`config.mk`:
```
export PLATFORM = sky130hd
export DESIGN_NAME = uart_tx_frac
export DESIGN_NICKNAME = d
export VERILOG_FILES = /design/src/rtl/uart_tx_pkg.sv /design/src/rtl/tx_mode_regs.sv /design/src/rtl/tx_stop_len.sv /design/src/rtl/tx_engine.sv /design/src/rtl/uart_tx_frac.sv
export SDC_FILE = /design/constraint.sdc
export NUM_CORES = 1
export LEC_CHECK = 0
export BUFFER_PORTS_ARGS = -buffer_cell sky130_fd_sc_hd__buf_4
export CORE_MARGIN = 2
export CORE_UTILIZATION = 52
export CTS_CLUSTER_SIZE = 20
export DETAILED_ROUTE_END_ITERATION = 8
export PLACE_DENSITY = 0.87
export REMOVE_ABC_BUFFERS = 1
export SYNTH_ARGS = -nofsm -noshare
export SYNTH_HDL_FRONTEND = slang
export SYNTH_SLANG_ARGS = --single-unit
```
`constraint.sdc`:
```
create_clock -name clk -period 2.6 [get_ports clk]
set_input_delay 0.39 -clock clk [delete_from_list [all_inputs] [get_ports clk]]
set_output_delay 0.39 -clock clk [all_outputs]
set_load 0.02 [all_outputs]
```
`src/rtl/uart_tx_pkg.sv`:
```
package uart_tx_pkg;
  typedef enum logic [2:0] {
    ST_IDLE,
    ST_START,
    ST_DATA,
    ST_STOP,
    ST_HANG
  } tx_state_t;

  localparam logic [1:0] PAR_EVEN  = 2'b00;
  localparam logic [1:0] PAR_ODD   = 2'b01;
  localparam logic [1:0] PAR_ZERO  = 2'b10;
  localparam logic [1:0] PAR_ONE   = 2'b11;
endpackage

```
`src/rtl/tx_mode_regs.sv`:
```
module tx_mode_regs #(
  parameter int REG_W = 8,
  parameter int NREGS = 2
) (
  input  logic             clk,
  input  logic             rst,
  input  logic             acc,
  input  logic             we,
  input  logic [REG_W-1:0] wdata,
  input  logic             ptr_rst,
  output logic [REG_W-1:0] rdata,
  output logic [REG_W-1:0] mr2
);
  localparam int PTR_W = $clog2(NREGS);

  logic [REG_W-1:0] regs_q [NREGS];
  logic [PTR_W-1:0] ptr_q;

  always_ff @(posedge clk) begin
    if (rst) begin
      ptr_q <= '0;
      rdata <= '0;
      for (int i = 0; i < NREGS; i++) regs_q[i] <= '0;
    end else begin
      if (acc) begin
        if (we) regs_q[ptr_q] <= wdata;
        else    rdata <= regs_q[ptr_q];
      end
      if (ptr_rst)
        ptr_q <= '0;
      else if (acc && ptr_q != PTR_W'(NREGS-1))
        ptr_q <= ptr_q + 1'b1;
    end
  end

  assign mr2 = regs_q[NREGS-1];

  // an access to the first register advances the pointer
  p_ptr_adv_r2: assert property (@(posedge clk) disable iff (rst)
    (acc && ptr_q == '0 && !ptr_rst) |=> (ptr_q == PTR_W'(1)));
  // accesses to the last register keep the pointer where it is
  p_ptr_stay_r2: assert property (@(posedge clk) disable iff (rst)
    (ptr_q == PTR_W'(NREGS-1) && !ptr_rst) |=> (ptr_q == PTR_W'(NREGS-1)));
endmodule

```
`src/rtl/tx_stop_len.sv`:
```
module tx_stop_len #(
  parameter int OVS   = 16,
  parameter int CNT_W = $clog2(2*OVS+1)
) (
  input  logic [3:0]       code,
  input  logic             len5,
  input  logic             one_x,
  output logic [CNT_W-1:0] stop_ticks
);
  localparam logic [CNT_W-1:0] LONG_BASE  = CNT_W'(OVS + 1);
  localparam logic [CNT_W-1:0] SHORT_BASE = CNT_W'(OVS/2 + 1);

  always_comb begin
    if (one_x)
      stop_ticks = code[3] ? CNT_W'(2) : CNT_W'(1);
    else if (code[3] || len5)
      stop_ticks = CNT_W'(code) + LONG_BASE;
    else
      stop_ticks = CNT_W'(code) + SHORT_BASE;
  end
endmodule

```
`src/rtl/tx_engine.sv`:
```
module tx_engine
  import uart_tx_pkg::*;
#(
  parameter int OVS   = 16,
  parameter int DW    = 8,
  parameter int CNT_W = $clog2(2*OVS+1),
  parameter int BIT_W = $clog2(DW+2)
) (
  input  logic             clk,
  input  logic             rst,
  input  logic             tick,
  input  logic             one_x,
  input  logic [1:0]       len,
  input  logic             par_en,
  input  logic [1:0]       par_type,
  input  logic [CNT_W-1:0] stop_ticks,
  input  logic             gate_cts,
  input  logic             rts_auto_cfg,
  input  logic             en_cmd,
  input  logic             dis_cmd,
  input  logic             rts_set,
  input  logic             cts,
  input  logic             hold_we,
  input  logic [DW-1:0]    hold_data,
  output logic             txd,
  output logic             rts,
  output logic             hold_empty,
  output logic             shift_empty
);
  tx_state_t        st_q;
  logic [DW-1:0]    hold_q;
  logic             hold_full_q, en_q, txd_q, rts_q;
  logic [DW:0]      sh_q;
  logic [BIT_W-1:0] left_q;
  logic [CNT_W-1:0] cnt_q, stop_q;

  logic [BIT_W-1:0] nbits, nb_total;
  logic [DW-1:0]    mask, data_m;
  logic             par_bit, rts_auto, can_go, bt_last, stop_done, drained, load;
  logic [DW:0]      frame_c;

  always_comb begin
    nbits    = BIT_W'(len) + BIT_W'(5);
    nb_total = nbits + BIT_W'(par_en);
    mask     = {DW{1'b1}} >> (2'd3 - len);
    data_m   = hold_q & mask;
    case (par_type)
      PAR_EVEN: par_bit = ^data_m;
      PAR_ODD:  par_bit = ~^data_m;
      PAR_ZERO: par_bit = 1'b0;
      default:  par_bit = 1'b1;
    endcase
    frame_c        = {1'b0, data_m};
    frame_c[nbits] = par_bit;
  end

  assign rts_auto  = rts_auto_cfg && !gate_cts;
  assign can_go    = hold_full_q && (!gate_cts || cts);
  assign bt_last   = one_x ? 1'b1 : (cnt_q == CNT_W'(OVS-1));
  assign stop_done = (cnt_q == stop_q - 1'b1);
  assign drained   = !en_q && rts_auto && rts_q && !hold_full_q;
  assign load      = tick && can_go &&
                     (st_q == ST_IDLE || (st_q == ST_STOP && stop_done));

  always_ff @(posedge clk) begin
    if (rst) begin
      st_q        <= ST_IDLE;
      hold_q      <= '0;
      hold_full_q <= 1'b0;
      en_q        <= 1'b0;
      txd_q       <= 1'b1;
      rts_q       <= 1'b0;
      sh_q        <= '0;
      left_q      <= '0;
      cnt_q       <= '0;
      stop_q      <= CNT_W'(1);
    end else begin
      if (dis_cmd)     en_q <= 1'b0;
      else if (en_cmd) en_q <= 1'b1;
      if (rts_set) rts_q <= 1'b1;

      if (load) hold_full_q <= 1'b0;
      if (hold_we && en_q && (!hold_full_q || load)) begin
        hold_q      <= hold_data;
        hold_full_q <= 1'b1;
      end

      if (load) begin
        st_q   <= ST_START;
        txd_q  <= 1'b0;
        cnt_q  <= '0;
        sh_q   <= frame_c;
        left_q <= nb_total - 1'b1;
        stop_q <= stop_ticks;
      end else if (tick) begin
        unique case (st_q)
          ST_IDLE: begin
            cnt_q <= '0;
            if (drained) st_q <= ST_HANG;
          end
          ST_START: begin
            if (bt_last) begin
              st_q  <= ST_DATA;
              txd_q <= sh_q[0];
              sh_q  <= sh_q >> 1;
              cnt_q <= '0;
            end else cnt_q <= cnt_q + 1'b1;
          end
          ST_DATA: begin
            if (bt_last) begin
              cnt_q <= '0;
              if (left_q == '0) begin
                st_q  <= ST_STOP;
                txd_q <= 1'b1;
              end else begin
                txd_q  <= sh_q[0];
                sh_q   <= sh_q >> 1;
                left_q <= left_q - 1'b1;
              end
            end else cnt_q <= cnt_q + 1'b1;
          end
          ST_STOP: begin
            if (stop_done) begin
              cnt_q <= '0;
              st_q  <= drained ? ST_HANG : ST_IDLE;
            end else cnt_q <= cnt_q + 1'b1;
          end
          ST_HANG: begin
            if (bt_last) begin
              cnt_q <= '0;
              st_q  <= ST_IDLE;
              if (rts_auto) rts_q <= 1'b0;
            end else cnt_q <= cnt_q + 1'b1;
          end
          default: st_q <= ST_IDLE;
        endcase
      end
    end
  end

  assign txd         = txd_q;
  assign rts         = rts_q;
  assign hold_empty  = !hold_full_q;
  assign shift_empty = (st_q == ST_IDLE) || (st_q == ST_HANG);

  // the line only moves on a sample tick
  p_txd_on_tick_r3: assert property (@(posedge clk) disable iff (rst)
    !$stable(txd_q) |-> $past(tick));
  // no start while gated and CTS negated
  p_cts_block_r9: assert property (@(posedge clk) disable iff (rst)
    (tick && gate_cts && !cts && st_q == ST_IDLE) |=> (st_q != ST_START));
  // rts only falls under auto negation while disabled
  p_rts_fall_r10: assert property (@(posedge clk) disable iff (rst)
    $fell(rts_q) |-> $past(rts_auto && !en_q));
  // with auto negation off rts holds once set
  p_rts_keep_r11: assert property (@(posedge clk) disable iff (rst)
    (!rts_auto_cfg && rts_q) |=> rts_q);
  // a disabled block never fills its holding register
  p_hold_ignored_r12: assert property (@(posedge clk) disable iff (rst)
    (!en_q && !hold_full_q) |=> !hold_full_q);
endmodule

```
`src/rtl/uart_tx_frac.sv`:
```
module uart_tx_frac #(
  parameter int OVS   = 16,
  parameter int DW    = 8,
  parameter int REG_W = 8
) (
  input  logic             clk,
  input  logic             rst,
  input  logic             tick16,
  input  logic             one_x,
  input  logic             mr_acc,
  input  logic             mr_we,
  input  logic [REG_W-1:0] mr_wdata,
  input  logic             mr_ptr_rst,
  output logic [REG_W-1:0] mr_rdata,
  input  logic [1:0]       char_len,
  input  logic             par_en,
  input  logic [1:0]       par_type,
  input  logic             tx_en,
  input  logic             tx_dis,
  input  logic             rts_set,
  input  logic             cts,
  input  logic             hold_we,
  input  logic [DW-1:0]    hold_data,
  output logic             txd,
  output logic             rts,
  output logic             hold_empty,
  output logic             shift_empty
);
  localparam int CNT_W = $clog2(2*OVS+1);

  logic [REG_W-1:0] mr2;
  logic [CNT_W-1:0] stop_ticks;

  tx_mode_regs #(.REG_W(REG_W), .NREGS(2)) u_regs (
    .clk(clk), .rst(rst), .acc(mr_acc), .we(mr_we), .wdata(mr_wdata),
    .ptr_rst(mr_ptr_rst), .rdata(mr_rdata), .mr2(mr2)
  );

  tx_stop_len #(.OVS(OVS), .CNT_W(CNT_W)) u_stop (
    .code(mr2[3:0]), .len5(char_len == 2'd0), .one_x(one_x),
    .stop_ticks(stop_ticks)
  );

  tx_engine #(.OVS(OVS), .DW(DW), .CNT_W(CNT_W)) u_eng (
    .clk(clk), .rst(rst), .tick(tick16), .one_x(one_x), .len(char_len),
    .par_en(par_en), .par_type(par_type), .stop_ticks(stop_ticks),
    .gate_cts(mr2[4]), .rts_auto_cfg(mr2[5]), .en_cmd(tx_en),
    .dis_cmd(tx_dis), .rts_set(rts_set), .cts(cts), .hold_we(hold_we),
    .hold_data(hold_data), .txd(txd), .rts(rts), .hold_empty(hold_empty),
    .shift_empty(shift_empty)
  );
endmodule

```
== After elaboration in Yosys (flattened, before gate mapping) ==
Memory sizes are Yosys's and may differ from the RTL's. A register that Yosys moved wholly into a read port is not among the register bits.
Index checks and enable logic that the tools add are counted.
Storage, ports and cells
  register bits after elaboration: 41
  RAM bits: 16
  output and inout port bits: 12
  memories kept: 1
Memories
  u_regs.regs_q: words 2, bits a word 8, read ports 2, clocked after Yosys merged registers in 1, write ports 2, RTL line tx_mode_regs.sv:16  | logic [REG_W-1:0] regs_q [NREGS];
Cells by class
  add/subtract/negate cells: 10
  magnitude comparators: 2
  equal/unequal tests: 22
  shift-type cells: 1
  mux-type cells: 55
  bitwise logic cells: 3
  reduce and logical (&&, ||, !) cells: 44
Operators by type and width (count)
  9-bit 2-to-1 mux: 5
  1-bit 2-to-1 mux: 25
  6-bit 2-to-1 mux: 4
  3-bit 2-to-1 mux: 7
  4-bit 2-to-1 mux: 5
  3-bit by 1-bit != test with 1-bit output, second input constant: 6
  6-bit one-hot mux with 3 select lines: 1
  9-bit one-hot mux with 2 select lines: 1
  3-bit one-hot mux with 5 select lines: 1
  2-bit by 1-bit != test with 1-bit output, second input constant: 7
  7-bit AND reduction: 2
  1-bit logical AND: 12
  9-bit bitwise mux: 1
  8-bit AND: 1
  8-bit 2-to-1 mux: 1
  4-bit AND reduction: 2
  2-bit nonzero test: 4
  8-bit OR reduction: 1
  8-bit XNOR reduction: 1
  8-bit XOR reduction: 1
  8-bit by 2-bit right shift with 8-bit output, first input constant: 1
  4-bit by 1-bit subtractor with 4-bit output, second input constant: 2
  4-bit by 5-bit adder with 6-bit output, second input constant: 1
  6-bit by 1-bit adder with 6-bit output, second input constant: 1
  31 further kinds: 44

== Depth between registers and ports, before layout ==
Gate-level depths: netlist of run 1.
An unclocked memory read counts as a cell.
  depth in word-level cells: 11
  mapped depth: 11
  mapped depth without buffers: 9

== By module ==
Synthesis of run 1 repeated with hierarchy kept, for this count alone.
Second synthesis, totals
  cell total of the unflattened synthesis: 400
  area total of the unflattened synthesis: 3716.1 sq um
Modules (own cells, without submodules)
  tx_engine: instances 1, cells each 309, area an instance 2565.0 sq um
  tx_mode_regs: instances 1, cells each 77, area an instance 1047.3 sq um
  tx_stop_len: instances 1, cells each 13, area an instance 100.1 sq um
  uart_tx_frac: instances 1, cells each 1, area an instance 3.8 sq um

== Least setup slack after synthesis of run 1 ==
Ideal clock, no wire load.
  path kind: register to register
  from: reg u_eng.stop_q[0]
  to: reg u_eng.sh_q[7]
  setup time: 86 ps
  arrival time: 2452 ps
  data required time: 2514 ps
  path slack: 62 ps
  cell stages (with the launch flop): 10
  path buffers: 2
  clock period less this slack: 2538 ps
  cells stage by stage: dfxtp_1 -> or3_4 -> nor4_4 -> o2111ai_2 -> o31a_1 -> or3_1 -> buf_6 -> buf_6 -> a211o_1 -> a221oi_2
On the way
  word-level cells in the longest chain between the ends: 7
  elaborated cells on any way between the ends: 12
  those cells by class: add/sub (1); eq/ne (4); mux (1); reduce/logical (6)
RTL lines
  start, declared: RTL line tx_engine.sv:35  | logic [CNT_W-1:0] cnt_q, stop_q;
  start signal, assigned: RTL line tx_engine.sv:94  | stop_q <= stop_ticks;
  6-bit by 1-bit subtractor with 6-bit output (*): RTL line tx_engine.sv:60  | assign stop_done = (cnt_q == stop_q - 1'b1);
  6-bit equality test (*): RTL line tx_engine.sv:60
  1-bit logical AND (*): RTL line tx_engine.sv:63  | (st_q == ST_IDLE || (st_q == ST_STOP && stop_done));
  1-bit logical OR (*): RTL line tx_engine.sv:63
  1-bit logical AND (*): RTL line tx_engine.sv:62  | assign load = tick && can_go &&
  3-bit by 1-bit != test with 1-bit output (no source line), or another cell as far along
  5-bit AND reduction (no source line)
  end signal, assigned: RTL line tx_engine.sv:92  | sh_q <= frame_c;
  end signal, assigned: RTL line tx_engine.sv:105  | sh_q <= sh_q >> 1;
  end signal, assigned: RTL line tx_engine.sv:117  | sh_q <= sh_q >> 1;
  end, declared: RTL line tx_engine.sv:33  | logic [DW:0] sh_q;
Every way passes the cells marked *; elsewhere a longest branch is shown, timed or not.
A chain may end at the register's enable or synchronous reset.

== Worst setup path in the final report of run 1 ==
  from: reg u_eng.stop_q[0]
  to: reg u_eng.sh_q[4]
Same word-level chain as after synthesis.

==> impl_metrics.tcl, run 1 <==
set metrics [dict create \
    finalHoldViolCount 0 \
    synth-edff-count 16 \
    diodes 0 \
    slew-limit-headroom_pct 45.15 \
    synth_seq_area_share_pct 41.94 \
    yosysWarnings 0 \
    critPathSlowestCell "or3_4" \
    worstPathMaxFanout 8 \
    fmax_mhz 381.1 \
    cts_hold_buf 0 \
    grt-ovfl-total 0 \
    critical-path-max-stage-delay_ps 420 \
    final_cell_area_um2 4344 \
    skew_ps 7.883 \
    clock-sinks 65 \
    stdcell_count 522 \
    worst_pin_slew_ps 816.5 \
    r2r_start "u_eng.stop_q[0]" \
    internal_power_mw 1.846 \
    yosys-top-cells-area "dfxtp_1 28%, edfxtp_1 14%, mux2i_1 5.7%, nor2_1 4.7%, ha_1 4.3%" \
    areaGrowthSynthToFinish_pct 24.67 \
    async_flop_share_pct 0 \
    p_leak_nw 1.693 \
    clk_pin_slew_ps 70 \
    status "finished, violations left" \
    wl_mm 8.619 \
    p_clk_share_pct 43.0 \
    hpwl_mm 5.592 \
    synth_cell_type_count 50 \
    postPlaceCellArea_um2 3938 \
    r2r_end "u_eng.sh_q[4]" \
    period_share_pct 100.9 \
    power_frac_comb_pct 11.8 \
    ys_seq_elements 65 \
    synth_top_area_share_pct 28.15 \
    synth-compound-area-share_pct 17.06 \
    firstDrtPassIters 7 \
    drt_iter0_drc 184 \
    sw_frac_of_total_pct 24.34 \
    critical_path_class "reg -> reg" \
    routed_via_density 5.851 \
    synthCells 385 \
    clock_latency_ps 350 \
    die_area_um2 7372 \
    crit_family "compound AO/OA/AOI/OAI gates" \
    root_buffer "clkbuf_8" \
    gr-usage-all-layers_pct 23.26 \
    setup_viol 6 \
    synth_xor_area_share_pct 5.027 \
    setup_slack_ps -24.06 \
    cp-start-kind "flip-flop" \
    die_h_um 85.86 \
    hold_path.class "in -> reg" \
    synth_adder_area_share_pct 4.309 \
    ff2ff_path_depth 10 \
    setup_tns_ps -68.97 \
    ant_nets 0 \
    hold_path_depth 2 \
    path_buf_inv 3 \
    drc 1 \
    antenna_found_initial 0 \
    synth_area_um2 3485 \
    cpMostUsedCell "buf_4" \
    crit_required_ps 2810 \
    row_count 29 \
    drive_gt1_share_pct 22.70 \
    grt_pass1_vias 2936 \
    drv_slew 0 \
    switching_power_uw 593.8 \
    min_period_ps 2624 \
    boundaryPins 45 \
    post-route-util_pct 67.64 \
    grt_max_degree 47 \
    hp-start "tx_dis" \
    n_fill_cell 457 \
    clockBufferDepth 2 \
    cts_tree "done" \
    ys.flop_type "dfxtp_1" \
    numPortBuffers 44 \
    crit_arrival_ps 2830 \
    holdWs_ps 193.9 \
    dp.cells 497 \
    gp_congestion 0.9000 \
    avgSynthCellArea_um2 9.051 \
    coreArea_um2 6422 \
    vias 3054 \
    power_frac_seq_pct 45.2 \
    violations "design-rule violations, negative setup slack" \
    start_util_pct 54.26 \
    synth.mux.area_fraction_pct 5.745 \
    cts_made_buffers 9 \
    wl_per_cell_um 16.51 \
    r2r_setup_slack_ps -20 \
    end_kind "flip-flop" \
    final_nets 485 \
    ir_drop_v 0.0004901 \
    cp_cell_sequence "or3_4 -> xnor2_2 -> o2111ai_2 -> buf_4 -> buf_4 -> o41ai_2 -> o211ai_1 -> buf_4 -> a21oi_1 -> a221oi_1" \
    die_w_um 85.86 \
    maxCapViolations 0 \
    synth_simple_gate_area_share_pct 20.43 \
    powerDensity_nw_per_um2 561.7 \
    min_to "u_eng.en_q" \
    yosysTopAreaCell "dfxtp_1" \
    grt_pass1_wl_mm 13.57 \
    h-tree-depth 3 \
    synth_top_family_by_area "simple AND/OR/NAND/NOR gates" \
]
## routing by layer
| metal | vias up | GRT usage, % | wire [um] |
|---|---|---|---|
| li1 | 1470 | - | - |
| met1 | 1466 | 28.82 | 3605 |
| met2 | 106 | 39.18 | 4410 |
| met3 | 12 | 3.657 | 425 |
| met4 | 0 | 11.69 | 178 |
| met5 | - | 0 | 0 |
## registers in the layout, indices dropped and copies added (netlist names), 3 cells and up
name           cells
u_regs.regs_q     16
u_eng.hold_q       8
u_eng.stop_q       6
u_eng.cnt_q        6
u_regs.rdata       8
u_eng.left_q       4
u_eng.sh_q         9
u_eng.st_q         3
## Yosys cell counts, types with 3 or more instances
| cell type | n |
|---|---|
| ha_1 | 12 |
| a21oi_1 | 22 |
| mux2i_1 | 20 |
| and3_1 | 3 |
| xnor2_1 | 13 |
| nor4_1 | 5 |
| nand3b_1 | 3 |
| inv_1 | 26 |
| a211oi_1 | 18 |
| o21ai_0 | 6 |
| clkbuf_1 | 17 |
| nor2b_1 | 7 |
| a211o_1 | 6 |
| nand2b_1 | 4 |
| nor2_1 | 44 |
| nand2_1 | 30 |
| edfxtp_1 | 16 |
| or3_1 | 6 |
| dfxtp_1 | 49 |
| nor3_1 | 7 |
| xor2_1 | 7 |
| and2_1 | 17 |
| a221oi_1 | 7 |
| nand3_1 | 6 |
## worst register-to-register path, cell delays in order (launching register included)
cell	delay (ps)
dfxtp_2	330
or3_4	420
xnor2_2	180
o2111ai_2	190
buf_4	180
buf_4	130
o41ai_2	300
o211ai_1	260
buf_4	250
a21oi_1	140
a221oi_1	90
## layout by cell type (no fill, tap or decap), drive strengths merged, types with 3 or more instances in the layout
master,netlist,routed
dfxtp,49,49
nand3,6,6
ha,12,12
and2,17,17
a21oi,22,22
nor2,44,44
nand3b,3,3
a211o,6,6
a221oi,8,8
xor2,7,7
nor2b,7,7
bufinv,0,3
clkbuf,17,10
and3,3,3
nor4,6,6
edfxtp,16,16
buf,3,63
xnor2,13,13
or3,7,7
clkinv,0,3
nor3,7,7
nand2,30,30
nand2b,4,4
mux2i,20,20
o21ai,6,6
inv,26,26
a211oi,18,18
## logic make-up (layout without fill, tap and decap cells)
| family | after synthesis | after routing |
|---|---|---|
| AOI/OAI and AO/OA | 81 | 81 |
| xor gates and xnor gates | 20 | 20 |
| adders and majority gates | 12 | 12 |
| buffers and inverters | 46 | 106 |
| DFF | 65 | 65 |
| muxes | 20 | 20 |
| and+or+nand+nor | 141 | 141 |
## worst max-delay path by stage
stage | from | end | slack, ps | depth (start not counted)
after floorplan | u_eng.stop_q[0] | u_eng.stop_q[2] | -40 | 7
after global placement | u_eng.stop_q[0] | u_eng.stop_q[3] | 70 | 8
after detailed placement | u_eng.stop_q[0] | u_eng.sh_q[5] | -30 | 10
after CTS | u_eng.stop_q[0] | u_eng.sh_q[0] | 3 | 9
after global routing | u_eng.stop_q[0] | u_eng.sh_q[7] | -120 | 9
final | u_eng.stop_q[0] | u_eng.sh_q[4] | -20 | 10
## repair_timing
| action | 4_1_cts | 5_1_grt |
|---|---|---|
| setup endpoints to repair | 8 | 20 |
| hold endpoints to repair | 0 | 0 |
| resized for setup | 5 | 15 |
| setup buffers | 1 | 5 |
| pin swaps | 2 | 8 |
| gates cloned | 0 | 3 |
## power by group through the flow
stage / logic [mW] / registers (mW) / clock network (mW)
floorplan: 0.130 / 1.13 / 0
global placement: 0.249 / 1.12 / 0
detailed placement: 0.258 / 1.12 / 0
CTS: 0.266 / 1.10 / 1.06
global route: 0.312 / 1.11 / 1.10
finish: 0.287 / 1.10 / 1.05
## through the flow
step,worst slack [ps],total power [mW]
floorplan,-37.13,1.259
global placement,65.92,1.371
finish,-24.06,2.440
CTS,3.008,2.424
global route,-121.6,2.521
detailed placement,-31.86,1.383
## area by class of cell
cell class                      instances  area, um^2  share of cell area (%)
Timing Repair Buffer                   64       539.3                   12.41
Multi-Input combinational cell        274        1904                   43.84
Sequential cell                        65        1464                   33.70
Clock inverter                          7       118.9                   2.736
Clock buffer                            9       123.9                   2.851
Tap cell                               77       96.34                   2.218
Inverter                               26       97.59                   2.247
No activity file was read; power rests on OpenSTA's default activity.
==> inputs of run 2 (changes only) <==
--- a/config.mk
+++ b/config.mk
@@ -5,12 +5,14 @@
 export SDC_FILE = /design/constraint.sdc
 export NUM_CORES = 1
 export LEC_CHECK = 0
+export ABC_AREA = 1
 export BUFFER_PORTS_ARGS = -buffer_cell sky130_fd_sc_hd__buf_4
 export CORE_MARGIN = 2
-export CORE_UTILIZATION = 52
+export CORE_UTILIZATION = 54
+export CTS_BUF_LIST = sky130_fd_sc_hd__clkbuf_8
 export CTS_CLUSTER_SIZE = 20
 export DETAILED_ROUTE_END_ITERATION = 8
-export PLACE_DENSITY = 0.87
+export PLACE_DENSITY = 0.89
 export REMOVE_ABC_BUFFERS = 1
 export SYNTH_ARGS = -nofsm -noshare
 export SYNTH_HDL_FRONTEND = slang
==> impl_metrics.tcl, run 2 <==
set metrics [dict create \
    status "finished clean" \
    clock_latency_ps 360 \
    largest_register "u_regs.regs_q" \
    gp_congestion 0.9069 \
    firstDrtPassIters 5 \
    antenna_found_initial 0 \
    coreArea_um2 6681 \
    crit_required_ps 2890 \
    setup_tns_ps 0 \
    synthCells 537 \
    avgSynthCellArea_um2 6.820 \
    powerDensity_nw_per_um2 572.8 \
    synth_seq_area_share_pct 39.90 \
    drc 0 \
    yosysTopAreaCell "dfxtp_1" \
    post_cts_buffers 0 \
    synth_cell_type_count 34 \
    diodes 0 \
    n_fill_cell 595 \
    min_period_ps 2268 \
    wl_mm 8.357 \
    total_power_mw 2.422 \
    stdcell_count 668 \
    largest_reg_flops 16 \
    postPlaceCellArea_um2 4034 \
    switching_power_uw 728.6 \
    cp-start-kind "flip-flop" \
    drv_slew 0 \
    clk_pin_slew_ps 80 \
    gr-usage-all-layers_pct 23.68 \
    post-route-util_pct 63.30 \
    worstPathMaxFanout 27 \
    boundaryPins 45 \
    largestRegisters "u_regs.regs_q x16, u_eng.sh_q x9" \
    yosys-top-cells-count "148 x nand2_1, 97 x nor2_1, 71 x inv_1" \
    internal_power_mw 1.694 \
    row_count 30 \
    grt_setup_unrepaired "false" \
    clock-sinks 65 \
    wl_per_cell_um 12.51 \
    grt_pass1_vias 3300 \
    die_area_um2 7456 \
    slew-limit-headroom_pct 40.58 \
    hold_path.class "in -> reg" \
    finalHoldViolCount 0 \
    synth-edff-count 16 \
    final_nets 628 \
    fmax_mhz 440.9 \
    ys.flop_type "dfxtp_1" \
    maxCapViolations 0 \
    critical_path_class "reg -> reg" \
    hpwl_mm 6.076 \
    cts_hold_buf 0 \
    root_buffer "clkbuf_8" \
    skew_ps 7.963 \
    die_w_um 86.35 \
    layout_commonest_cell "nand2_1" \
    ant_nets 0 \
    async_flop_share_pct 0 \
    p_leak_nw 2.018 \
    drt_iter0_drc 222 \
    dp.cells 652 \
    routed_via_density 5.281 \
    ys_seq_elements 65 \
    cts_tree "done" \
    synth_top_area_share_pct 26.79 \
    drive_gt1_share_pct 12.59 \
    start_util_pct 54.81 \
    yosysWarnings 0 \
    postCtsResizedCells 0 \
    setup_viol 0 \
    grt_max_degree 33 \
    grt_pass1_wl_mm 14.08 \
    ir_drop_v 0.0003591 \
    die_h_um 86.35 \
    cts_made_buffers 9 \
    numPortBuffers 44 \
    period_share_pct 87.24 \
    vias 3528 \
    yosys-top-cells-area "dfxtp_1 27%, nand2_1 15%, edfxtp_1 13%, nor2_1 9.9%, inv_1 7.3%" \
    power_frac_seq_pct 46.5 \
    synth_most_common_cell "nand2_1" \
    worst_pin_slew_ps 888.0 \
    sw_frac_of_total_pct 30.08 \
    grt-ovfl-total 0 \
    final_cell_mix "148 x nand2_1, 97 x nor2_1, 72 x inv_1" \
    end_kind "flip-flop" \
    crit_arrival_ps 2560 \
    p_clk_share_pct 35.9 \
    areaGrowthSynthToFinish_pct 15.48 \
    final_cell_area_um2 4229 \
    clockBufferDepth 2 \
    h-tree-depth 3 \
    synth_area_um2 3662 \
    power_frac_comb_pct 17.6 \
]
run 2: cell types whose count changed in the layout (fill, tap and decap cells not counted), sizes merged, moves of 7 or more:
cell	before	now
inv	26	75
nor2b	7	0
or3	7	0
and2	17	0
a211oi	18	2
buf	63	46
xnor2	13	0
a221oi	8	0
o21ai	6	30
nand2	30	154
mux2i	20	0
nor2	44	97
nand3	6	27
run 2: final timing paths:
kind	from	endpoint	slack, ps	depth (start not counted)
max	u_eng.stop_q[0]	u_eng.sh_q[5]	330	16
min	tx_dis	u_eng.en_q	190	2
max reg2reg	u_eng.stop_q[0]	u_eng.sh_q[5]	330	16
min reg2reg	u_eng.sh_q[8]	u_eng.sh_q[8]	470	2
run 2: power by group through the flow:
stage	Clock, mW	Sequential (mW)	Combinational (mW)
floorplan	0	1.15	0.274
global placement	0	1.15	0.405
detailed placement	0	1.15	0.419
CTS	0.863	1.13	0.423
global route	0.916	1.13	0.480
finish	0.870	1.13	0.426
run 2: cells by family after synthesis:
logic type,Yosys count,synth area share (%)
simple gates,305,35.12
fa+ha+maj,12,4.100
buf+inv,85,9.600
flops,65,39.90
compound gates,64,9.840
xor+xnor,6,1.435
run 2: per-layer routing:
metal | track usage (%) | share of wire (%) | vias up
li1 | - | - | 1791
met1 | 28.89 | 44 | 1605
met2 | 39.51 | 48 | 110
met3 | 5.905 | 5.5 | 22
met4 | 10.65 | 2.9 | 0
met5 | 0 | 0 | -
run 2: area by class of cell:
class	instances	area [um^2]	share of cell area, %
clock inverter	7	71.32	1.686
sequential	65	1461	34.56
tap	80	100.1	2.367
inverter	74	277.8	6.568
clock buffer	9	123.9	2.929
multi-input combinational	387	1849	43.73
timing repair buffer	46	345.3	8.166
run 2: critical path, cell delays in order, from the launching register on:
cell and delay, ps:
dfxtp_1 350, inv_2 70, ha_1 300, inv_1 40, nand2_1 50, nand2_1 40
nor2_1 90, nand3_1 80, nor2_1 150, nand4_1 120, nand2_2 100, nand2_4 190
inv_2 290, nand2_1 100, nand2_1 70, nor2_1 50, nor2_1 110
run 2: through the flow:
| step | setup WS, ps | hold slack, ps |
|---|---|---|
| after CTS | 386.5 | 187.8 |
| after detailed placement | 398.0 | 451.8 |
| after floorplan | 619.7 | 434.9 |
| after global placement | 465.7 | 448.2 |
| after global routing | 152.6 | 182.8 |
| final | 331.9 | 185.9 |
